## src/rtl/brownout_seq_pkg.sv

```systemverilog
package brownout_seq_pkg;
  typedef enum logic [1:0] {ST_RUN, ST_BROWN, ST_DELAY} seqState_t;

  typedef struct packed {
    logic cntClr;
    logic cntInc;
    logic borEvent;
  } seqStrobe_t;

  localparam logic [1:0] MODE_OFF     = 2'b00;
  localparam logic [1:0] MODE_SW      = 2'b01;
  localparam logic [1:0] MODE_AWAKE   = 2'b10;
  localparam logic [1:0] MODE_ALWAYS  = 2'b11;
endpackage

```

## src/rtl/brownout_seq_datapath.sv

```systemverilog
module brownout_seq_datapath
  import brownout_seq_pkg::*;
#(
  parameter int DIP_CYCLES  = 16,
  parameter int PWRT_CYCLES = 4096,
  parameter int SYNC_STAGES = 2
) (
  input  logic       clk,
  input  logic       porPulse,
  input  logic       lowSupply,
  input  logic       sleepMode,
  input  logic [1:0] cfgEnMode,
  input  logic       regWrEn,
  input  logic [2:0] regWrData,
  input  seqStrobe_t strobe,
  output logic       lowSync,
  output logic       detectEn,
  output logic       dipDone,
  output logic       delayDone,
  output logic       swEnableRd,
  output logic       borFlag,
  output logic       porFlag
);
  localparam int CNT_MAX = (DIP_CYCLES > PWRT_CYCLES) ? DIP_CYCLES : PWRT_CYCLES;
  localparam int CW      = $clog2(CNT_MAX + 1);

  logic [SYNC_STAGES-1:0] syncChain;
  logic [CW-1:0]          cnt;
  logic                   swEnReg;

  // comparator flag resynchronisation
  always_ff @(posedge clk) begin
    if (porPulse) syncChain <= '0;
    else          syncChain <= {syncChain[SYNC_STAGES-2:0], lowSupply};
  end
  assign lowSync = syncChain[SYNC_STAGES-1];

  // shared duration counter: dip filter and power-up delay
  always_ff @(posedge clk) begin
    if (porPulse || strobe.cntClr) cnt <= '0;
    else if (strobe.cntInc)        cnt <= cnt + 1'b1;
  end
  assign dipDone   = (cnt == CW'(DIP_CYCLES - 1));
  assign delayDone = (cnt == CW'(PWRT_CYCLES - 1));

  always_comb begin
    unique case (cfgEnMode)
      MODE_OFF:    detectEn = 1'b0;
      MODE_SW:     detectEn = swEnReg;
      MODE_AWAKE:  detectEn = !sleepMode;
      default:     detectEn = 1'b1;
    endcase
  end

  // status flags and software enable
  always_ff @(posedge clk) begin
    if (porPulse) begin
      swEnReg <= 1'b0;
      borFlag <= 1'b0;
      porFlag <= 1'b0;
    end else begin
      if (regWrEn) begin
        swEnReg <= regWrData[2];
        porFlag <= regWrData[1];
        borFlag <= regWrData[0];
      end
      if (strobe.borEvent) borFlag <= 1'b0;
    end
  end
  assign swEnableRd = (cfgEnMode == MODE_SW) && swEnReg;

  assert_cnt_range_R6: assert property (@(posedge clk) disable iff (porPulse)
    cnt <= CW'(CNT_MAX - 1));

  assert_flag_clear_R10: assert property (@(posedge clk) disable iff (porPulse)
    strobe.borEvent |=> !borFlag);

  assert_por_keep_R10: assert property (@(posedge clk) disable iff (porPulse)
    (strobe.borEvent && !regWrEn) |=> $stable(porFlag));
endmodule

```

## src/rtl/brownout_seq_control.sv

```systemverilog
module brownout_seq_control
  import brownout_seq_pkg::*;
(
  input  logic       clk,
  input  logic       porPulse,
  input  logic       lowSync,
  input  logic       detectEn,
  input  logic       dipDone,
  input  logic       delayDone,
  input  logic       timerEn,
  input  logic [1:0] cfgEnMode,
  output seqStrobe_t strobe,
  output logic       resetOut
);
  seqState_t state, stateNext;

  always_ff @(posedge clk) begin
    if (porPulse) state <= ST_RUN;
    else          state <= stateNext;
  end

  always_comb begin
    stateNext = state;
    strobe    = '0;
    unique case (state)
      ST_RUN: begin
        if (lowSync && detectEn) begin
          if (dipDone) begin
            stateNext       = ST_BROWN;
            strobe.cntClr   = 1'b1;
            strobe.borEvent = 1'b1;
          end else begin
            strobe.cntInc = 1'b1;
          end
        end else begin
          strobe.cntClr = 1'b1;
        end
      end
      ST_BROWN: begin
        strobe.cntClr = 1'b1;
        if (!lowSync) stateNext = timerEn ? ST_DELAY : ST_RUN;
      end
      ST_DELAY: begin
        if (lowSync) begin
          stateNext       = ST_BROWN;
          strobe.cntClr   = 1'b1;
          strobe.borEvent = 1'b1;
        end else if (delayDone) begin
          stateNext     = ST_RUN;
          strobe.cntClr = 1'b1;
        end else begin
          strobe.cntInc = 1'b1;
        end
      end
      default: begin
        stateNext     = ST_RUN;
        strobe.cntClr = 1'b1;
      end
    endcase
  end

  assign resetOut = porPulse || (state != ST_RUN);

  assert_mode_off_R1: assert property (@(posedge clk) disable iff (porPulse)
    (cfgEnMode == MODE_OFF && state == ST_RUN) |=> !resetOut);

  assert_hold_R7: assert property (@(posedge clk) disable iff (porPulse)
    (state == ST_BROWN && lowSync) |=> resetOut);

  assert_timer_start_R8: assert property (@(posedge clk) disable iff (porPulse)
    (state == ST_BROWN && !lowSync && timerEn) |=> (state == ST_DELAY));

  assert_restart_R9: assert property (@(posedge clk) disable iff (porPulse)
    (state == ST_DELAY && lowSync) |=> (state == ST_BROWN));
endmodule

```

## src/rtl/brownout_seq.sv

```systemverilog
module brownout_seq
  import brownout_seq_pkg::*;
#(
  parameter int DIP_CYCLES  = 16,
  parameter int PWRT_CYCLES = 4096
) (
  input  logic       clk,
  input  logic       porPulse,
  input  logic       lowSupply,
  input  logic       sleepMode,
  input  logic [1:0] cfgEnMode,
  input  logic [1:0] cfgThreshSel,
  input  logic       cfgTimerEn,
  input  logic       regWrEn,
  input  logic [2:0] regWrData,
  output logic       resetOut,
  output logic [1:0] thresholdSel,
  output logic       swEnableRd,
  output logic       borFlag,
  output logic       porFlag
);
  seqStrobe_t strobe;
  logic lowSync, detectEn, dipDone, delayDone;

  brownout_seq_datapath #(
    .DIP_CYCLES (DIP_CYCLES),
    .PWRT_CYCLES(PWRT_CYCLES),
    .SYNC_STAGES(2)
  ) uDatapath (
    .clk       (clk),
    .porPulse  (porPulse),
    .lowSupply (lowSupply),
    .sleepMode (sleepMode),
    .cfgEnMode (cfgEnMode),
    .regWrEn   (regWrEn),
    .regWrData (regWrData),
    .strobe    (strobe),
    .lowSync   (lowSync),
    .detectEn  (detectEn),
    .dipDone   (dipDone),
    .delayDone (delayDone),
    .swEnableRd(swEnableRd),
    .borFlag   (borFlag),
    .porFlag   (porFlag)
  );

  brownout_seq_control uControl (
    .clk      (clk),
    .porPulse (porPulse),
    .lowSync  (lowSync),
    .detectEn (detectEn),
    .dipDone  (dipDone),
    .delayDone(delayDone),
    .timerEn  (cfgTimerEn),
    .cfgEnMode(cfgEnMode),
    .strobe   (strobe),
    .resetOut (resetOut)
  );

  // threshold comes from configuration only
  assign thresholdSel = cfgThreshSel;
endmodule

```

## config.mk

```make
export PLATFORM = sky130hd
export DESIGN_NAME = brownout_seq
export DESIGN_NICKNAME = d
export VERILOG_FILES = /design/src/rtl/brownout_seq_pkg.sv /design/src/rtl/brownout_seq_datapath.sv /design/src/rtl/brownout_seq_control.sv /design/src/rtl/brownout_seq.sv
export SDC_FILE = /design/constraint.sdc
export NUM_CORES = 1
export LEC_CHECK = 0
export ABC_CLOCK_PERIOD_IN_PS = 5190
export CORE_UTILIZATION = 50
export DETAILED_ROUTE_END_ITERATION = 8
export PLACE_DENSITY = 0.78
export SLEW_MARGIN = 20
export SYNTH_ARGS = -nofsm -noshare
export SYNTH_HDL_FRONTEND = slang
export SYNTH_SLANG_ARGS = --single-unit
export TNS_END_PERCENT = 1
```

## constraint.sdc

```tcl
create_clock -name clk -period 5.19 [get_ports clk]
set_input_delay 1.557 -clock clk [delete_from_list [all_inputs] [get_ports clk]]
set_output_delay 1.557 -clock clk [all_outputs]
set_load 0.03 [all_outputs]
```

==> results of run 1 <==
[final timing paths]
check / start / end / slack (ns) / depth (start not counted)
max: porPulse / resetOut / 0.52 / 3
min: uDatapath.syncChain[0] / uDatapath.syncChain[1] / 0.46 / 1
max reg2reg: uDatapath.cnt[0] / uDatapath.cnt[12] / 3.10 / 5
min reg2reg: uDatapath.syncChain[0] / uDatapath.syncChain[1] / 0.46 / 1
[flip-flops by register name, indices dropped and copies added, names as in the netlist]
register             count
uDatapath.cnt           13
uDatapath.borFlag        1
uDatapath.swEnReg        1
uDatapath.porFlag        1
uControl.state           2
uDatapath.syncChain      2
[cell usage in the layout (no fill, tap or decap), types with 2 or more instances in the layout]
master and n:
or4_1 3, nand2_1 5, nand3_1 5, inv_1 2, clkdlybuf4s50_1 14, xnor2_1 6
nand3b_1 2, nor3_1 3, xor2_1 6, clkbuf_4 3, dfxtp_1 20, mux2i_1 3
nor2b_1 4, nor2_1 17, or3_1 2
[cell families (layout without fill, tap and decap cells)]
logic type	count (synthesis)	count (layout)	synth area share [%]
simple gates	51	51	29.4
compound gates	7	7	6.98
mux	3	3	3.22
xor+xnor	12	12	11.3
buf+inv	8	20	4.83
fa+ha+maj	1	1	1.34
flops	20	20	43.0
[layout make-up]
class                   count  area (µm²)  area share (%)
multi-input cells          74         487            44.2
flip-flops and latches     20         400            36.3
clock buffers               4        36.3            3.29
well taps                  25        31.3            2.84
repair buffers             14         140            12.7
inverters                   2        7.51           0.681
[power breakdown]
group	total, W	switching, W	internal, W
Clock	0.0000914	0.0000485	0.0000429
Sequential	0.000157	0.00000126	0.000156
Combinational	0.0000212	0.00000934	0.0000119
[worst register-to-register path: cells and delay by family, from the launching register on]
kind                       cells  cell delay, ns
and+or+nand+nor                3            0.86
AOI/OAI and AO/OA              1            0.54
DFF                            1            0.37
adders and majority gates      1            0.19
[per-layer routing]
metal | share of wire, % | GRT usage [%] | vias up | wire (µm)
met5 | 0 | 0 | - | 0
met4 | 2.5 | 11.5 | 0 | 44
met3 | 6.2 | 6.00 | 5 | 107
met2 | 48 | 34.5 | 16 | 837
met1 | 43 | 19.4 | 334 | 749
li1 | - | - | 379 | -
[metrics by stage]
step,instance area (µm²),std cells
2_1_floorplan,932,102
3_3_place_gp,1070,135
3_5_place_dp,1070,135
4_1_cts,1100,139
5_1_grt,1100,139
6_report,1100,139
==> flow_metrics.tcl, run 1 <==
set metrics [dict create \
    hold-worst-slack_ns 0.462 \
    cap_violations 0 \
    die_w_um 45.2 \
    seq_area_frac_synth_pct 43.0 \
    postSynthAreaPerCell_um2 9.14 \
    clkTransAtPathRegs_ns 0.11 \
    fillers 152 \
    start_kind "input pin" \
    drc 0 \
    synth_edf_count 0 \
    cp.required_ns 3.63 \
    critPathTopFamily "buffers and inverters" \
    floorplan.initialDensity_pct 53.4 \
    grt_overflow_total 0 \
    post-place-ws_ns 0.518 \
    finalSetupTns_ns 0 \
    setup_viol 0 \
    ys_ff_latch 20 \
    cts-resized-gates 0 \
    fin_ws_ns 0.522 \
    worst-path-max-fanout 9 \
    max_stage_delay_ns 0.60 \
    fmax_mhz 214 \
    antenna_found_initial 0 \
    postRouteWirelength_mm 1.74 \
    hp-class "flop to flop" \
    fin_crit_ns 4.67 \
    fin_crit_sh_pct 89.9 \
    p_leak_nw 0.383 \
    synth_warnings 0 \
    syn_area_um2 932 \
    status "complete, no violations" \
    cts_buffer_depth 2 \
    p_per_area_nw_per_um2 245 \
    cpMostUsedCell "clkdlybuf4s50_1" \
    dp_hpwl_mm 1.32 \
    synthFlopType "dfxtp_1" \
    drt_iter0_markers 9 \
    track_usage_pct 19.3 \
    post_drt_wl_per_cell_um 12.5 \
    viasPerCell 5.28 \
    drive_above_1_share_pct 7.02 \
    ant_nets 0 \
    vdd_ir_drop_max_mv 0.139 \
    via_count 734 \
    drt-pass1-iter-count 3 \
    worstPathCellList "clkdlybuf4s50_1 > or3_1 > clkdlybuf4s50_1" \
    synth_common_cells "dfxtp_1, nor2_1, xnor2_1, xor2_1" \
    num_io_pins 19 \
    portBuffers 14 \
    cts_tree "built" \
    worstMarginPinSlew_ns 0.623 \
    arrival_ns 3.11 \
    clk_latency_ns 0.31 \
    slowest_stage "clkdlybuf4s50_1" \
    synth_cell_type_count 34 \
    ys_top_cells_by_area "dfxtp_1, nor2_1, xnor2_1, xor2_1, mux2i_1" \
    path_class "input pin to primary output" \
    die_y_um 45.2 \
    num_antenna_cells 0 \
    finish.utilization_pct 63.2 \
    syn_nets 116 \
    synth_top_area_share_pct 43.0 \
    nets 129 \
    end_kind "primary output" \
    cts_hold_buf 0 \
    netlist_instances 102 \
    numCtsBuffers 3 \
    clkSinkCount 20 \
    gp_congestion 0.887 \
    total_power_w 0.000270 \
    max_slew_margin_pct 58.5 \
    postCtsSetupBuffers 0 \
    slew_violations 0 \
    rsz0062_at_grt "no" \
    num_rows 15 \
    cts-root-buf "clkbuf_4" \
    grt_pass1_wl_mm 2.74 \
    cts_max_level 1 \
    dieArea_um2 2040 \
    fin_worst_skew_ns 0.00909 \
    core_area_um2 1750 \
    async_reset_ff_share_pct 0 \
    hold_viol_final 0 \
    area_growth_pct 18.3 \
    grt_max_degree 14 \
    grt_pass1_vias 660 \
    synth_largest_area_cell "dfxtp_1" \
    path_buf_inv 2 \
    synth_most_common_cell "dfxtp_1" \
]
Note: power is estimated with default switching activity, not from simulation.
==> run 2: changes to the inputs <==
--- a/config.mk
+++ b/config.mk
@@ -5,10 +5,12 @@
 export SDC_FILE = /design/constraint.sdc
 export NUM_CORES = 1
 export LEC_CHECK = 0
-export ABC_CLOCK_PERIOD_IN_PS = 5190
-export CORE_UTILIZATION = 50
+export ABC_CLOCK_PERIOD_IN_PS = 4200
+export CELL_PAD_IN_SITES_DETAIL_PLACEMENT = 1
+export CELL_PAD_IN_SITES_GLOBAL_PLACEMENT = 1
+export CORE_UTILIZATION = 33
 export DETAILED_ROUTE_END_ITERATION = 8
-export PLACE_DENSITY = 0.78
+export PLACE_DENSITY_LB_ADDON = 0.1
 export SLEW_MARGIN = 20
 export SYNTH_ARGS = -nofsm -noshare
 export SYNTH_HDL_FRONTEND = slang
==> constraint.sdc (replaced) <==
create_clock -name clk -period 4.2 [get_ports clk]
set_input_delay 1.26 -clock clk [delete_from_list [all_inputs] [get_ports clk]]
set_output_delay 1.26 -clock clk [all_outputs]
set_load 0.03 [all_outputs]
==> run 2 against run 1 <==
- via count rose by 1.4%
- sequential share of layout area did not move
- clock power decreased by 2.6%
- global-route usage fell by 3.5 points
- clock-buffer cell count down 1
- core utilization is 20 points lower
- sequential power grew 24%
- critical path type unchanged
- highest routed layer unchanged
==> flow_metrics.tcl, run 2 (synthesized netlist as in run 1, its figures left out) <==
set metrics [dict create \
    drc 0 \
    cts_tree "built" \
    fillers 305 \
    worstMarginPinSlew_ns 0.705 \
    fmax_mhz 258 \
    num_antenna_cells 0 \
    start_kind "input pin" \
    grt_pass1_vias 738 \
    drive_above_1_share_pct 7.02 \
    clkSinkCount 20 \
    setup_viol 0 \
    grt_pass1_wl_mm 3.30 \
    p_per_area_nw_per_um2 281 \
    p_leak_nw 0.380 \
    nets 130 \
    placed_area_um2 1080 \
    largestRegisters "uDatapath.cnt (13), uControl.state (2), uDatapath.syncChain (2)" \
    placed_cells 141 \
    cp.required_ns 2.94 \
    die_w_um 55.1 \
    end_kind "primary output" \
    path_class "input pin to primary output" \
    hold_viol_final 0 \
    cts-root-buf "clkbuf_4" \
    floorplan.initialDensity_pct 36.3 \
    grt_max_degree 14 \
    postRouteWirelength_mm 2.00 \
    fin_crit_ns 3.87 \
    clk_latency_ns 0.30 \
    numCtsBuffers 3 \
    num_rows 18 \
    max_slew_margin_pct 53.0 \
    rsz0062_at_grt "no" \
    finalSetupTns_ns 0 \
    antenna_found_initial 0 \
    grt_overflow_total 0 \
    drt_iter0_markers 6 \
    ant_nets 0 \
    p_sw_share_pct 22.2 \
    arrival_ns 2.61 \
    power.clock.fraction_pct 28.7 \
    cts_buffer_depth 2 \
    track_usage_pct 15.7 \
    drt-pass1-iter-count 3 \
    power_switching_w 0.0000687 \
    vdd_ir_drop_max_mv 0.193 \
    cap_violations 0 \
    cts_hold_buf 0 \
    largest_register_ffs 13 \
    area_growth_pct 18.3 \
    post_drt_wl_per_cell_um 13.9 \
    die_y_um 55.1 \
    pwr-share-comb_pct 8.7 \
    num_io_pins 19 \
    final_common_cell "dfxtp_1" \
    status "complete, no violations" \
    cts-resized-gates 0 \
    core_area_um2 2570 \
    p_int_w 0.000241 \
    slew_violations 0 \
    fin_ws_ns 0.331 \
    dp_hpwl_mm 1.53 \
    fin_area_um2 1100 \
    regMostFlops "uDatapath.cnt" \
    post-place-ws_ns 0.328 \
    clkTransAtPathRegs_ns 0.11 \
    portBuffers 14 \
    viasPerCell 5.17 \
    fin_worst_skew_ns 0.0110 \
    fin_crit_sh_pct 92.1 \
    gp_congestion 0.722 \
    worst-path-max-fanout 2 \
    power_frac_seq_pct 62.6 \
    hp-class "flop to flop" \
    cts_max_level 1 \
    via_count 744 \
    dieArea_um2 3040 \
    final_cells 144 \
    postCtsSetupBuffers 0 \
    most-common-layout-cells "dfxtp_1, nor2_1, clkdlybuf4s50_1, xor2_1, xnor2_1" \
]
run 2: worst max-delay path: stages:
cell and delay, ns:
clkdlybuf4s50_1 0.42, or3_1 0.33, clkdlybuf4s50_1 0.60
run 2: stage by stage:
stage                     hold WS [ns]  power, W  util [%]
final                            0.449  0.000310      42.9
after global routing             0.467  0.000325      42.9
after CTS                        0.452  0.000313      42.9
after detailed placement         0.426  0.000226      42.1
after global placement           0.418  0.000225      42.1
after floorplan                  0.414  0.000213         -
run 2: area by class of cell:
type	instances	area, µm²	share of cell area [%]
timing repair buffer	15	148	13.4
clock buffer	3	22.5	2.04
inverter	2	7.51	0.681
sequential	20	400	36.3
tap	30	37.5	3.41
multi-input combinational	74	487	44.2
run 2: power by group through the flow:
stage           Clock, W  Combinational, W  Sequential (W)
2_1_floorplan          0         0.0000129        0.000200
3_3_place_gp           0         0.0000267        0.000198
3_5_place_dp           0         0.0000273        0.000198
4_1_cts        0.0000916         0.0000274        0.000194
5_1_grt         0.000101         0.0000292        0.000194
6_report       0.0000890         0.0000268        0.000194
run 2: layer usage:
metal / wire length [µm] / part of all wire [%] / up-vias / track usage, %
met1: 1000 / 50 / 352 / 19.8
met4: 20 / 1.0 / 0 / 8.33
li1: - / - / 378 / -
met5: 0 / 0 / - / 0
met2: 893 / 45 / 12 / 25.1
met3: 88 / 4.4 / 2 / 3.28
run 2: worst paths after layout:
path                          start                      to  slack (ns)  cells past startpoint
min reg2reg  uDatapath.syncChain[0]  uDatapath.syncChain[1]        0.45                      1
min          uDatapath.syncChain[0]  uDatapath.syncChain[1]        0.45                      1
max                        porPulse                resetOut        0.33                      3
max reg2reg        uDatapath.cnt[0]        uDatapath.cnt[8]        1.97                      5
==> run 3: changes to the inputs <==
--- a/config.mk
+++ b/config.mk
@@ -9,6 +9,7 @@
 export CELL_PAD_IN_SITES_DETAIL_PLACEMENT = 1
 export CELL_PAD_IN_SITES_GLOBAL_PLACEMENT = 1
 export CORE_UTILIZATION = 33
+export CTS_CLUSTER_SIZE = 24
 export DETAILED_ROUTE_END_ITERATION = 8
 export PLACE_DENSITY_LB_ADDON = 0.1
 export SLEW_MARGIN = 20
==> results of run 3 <==
Same layout as run 2: the final DEF is identical, and so are final timing and power.
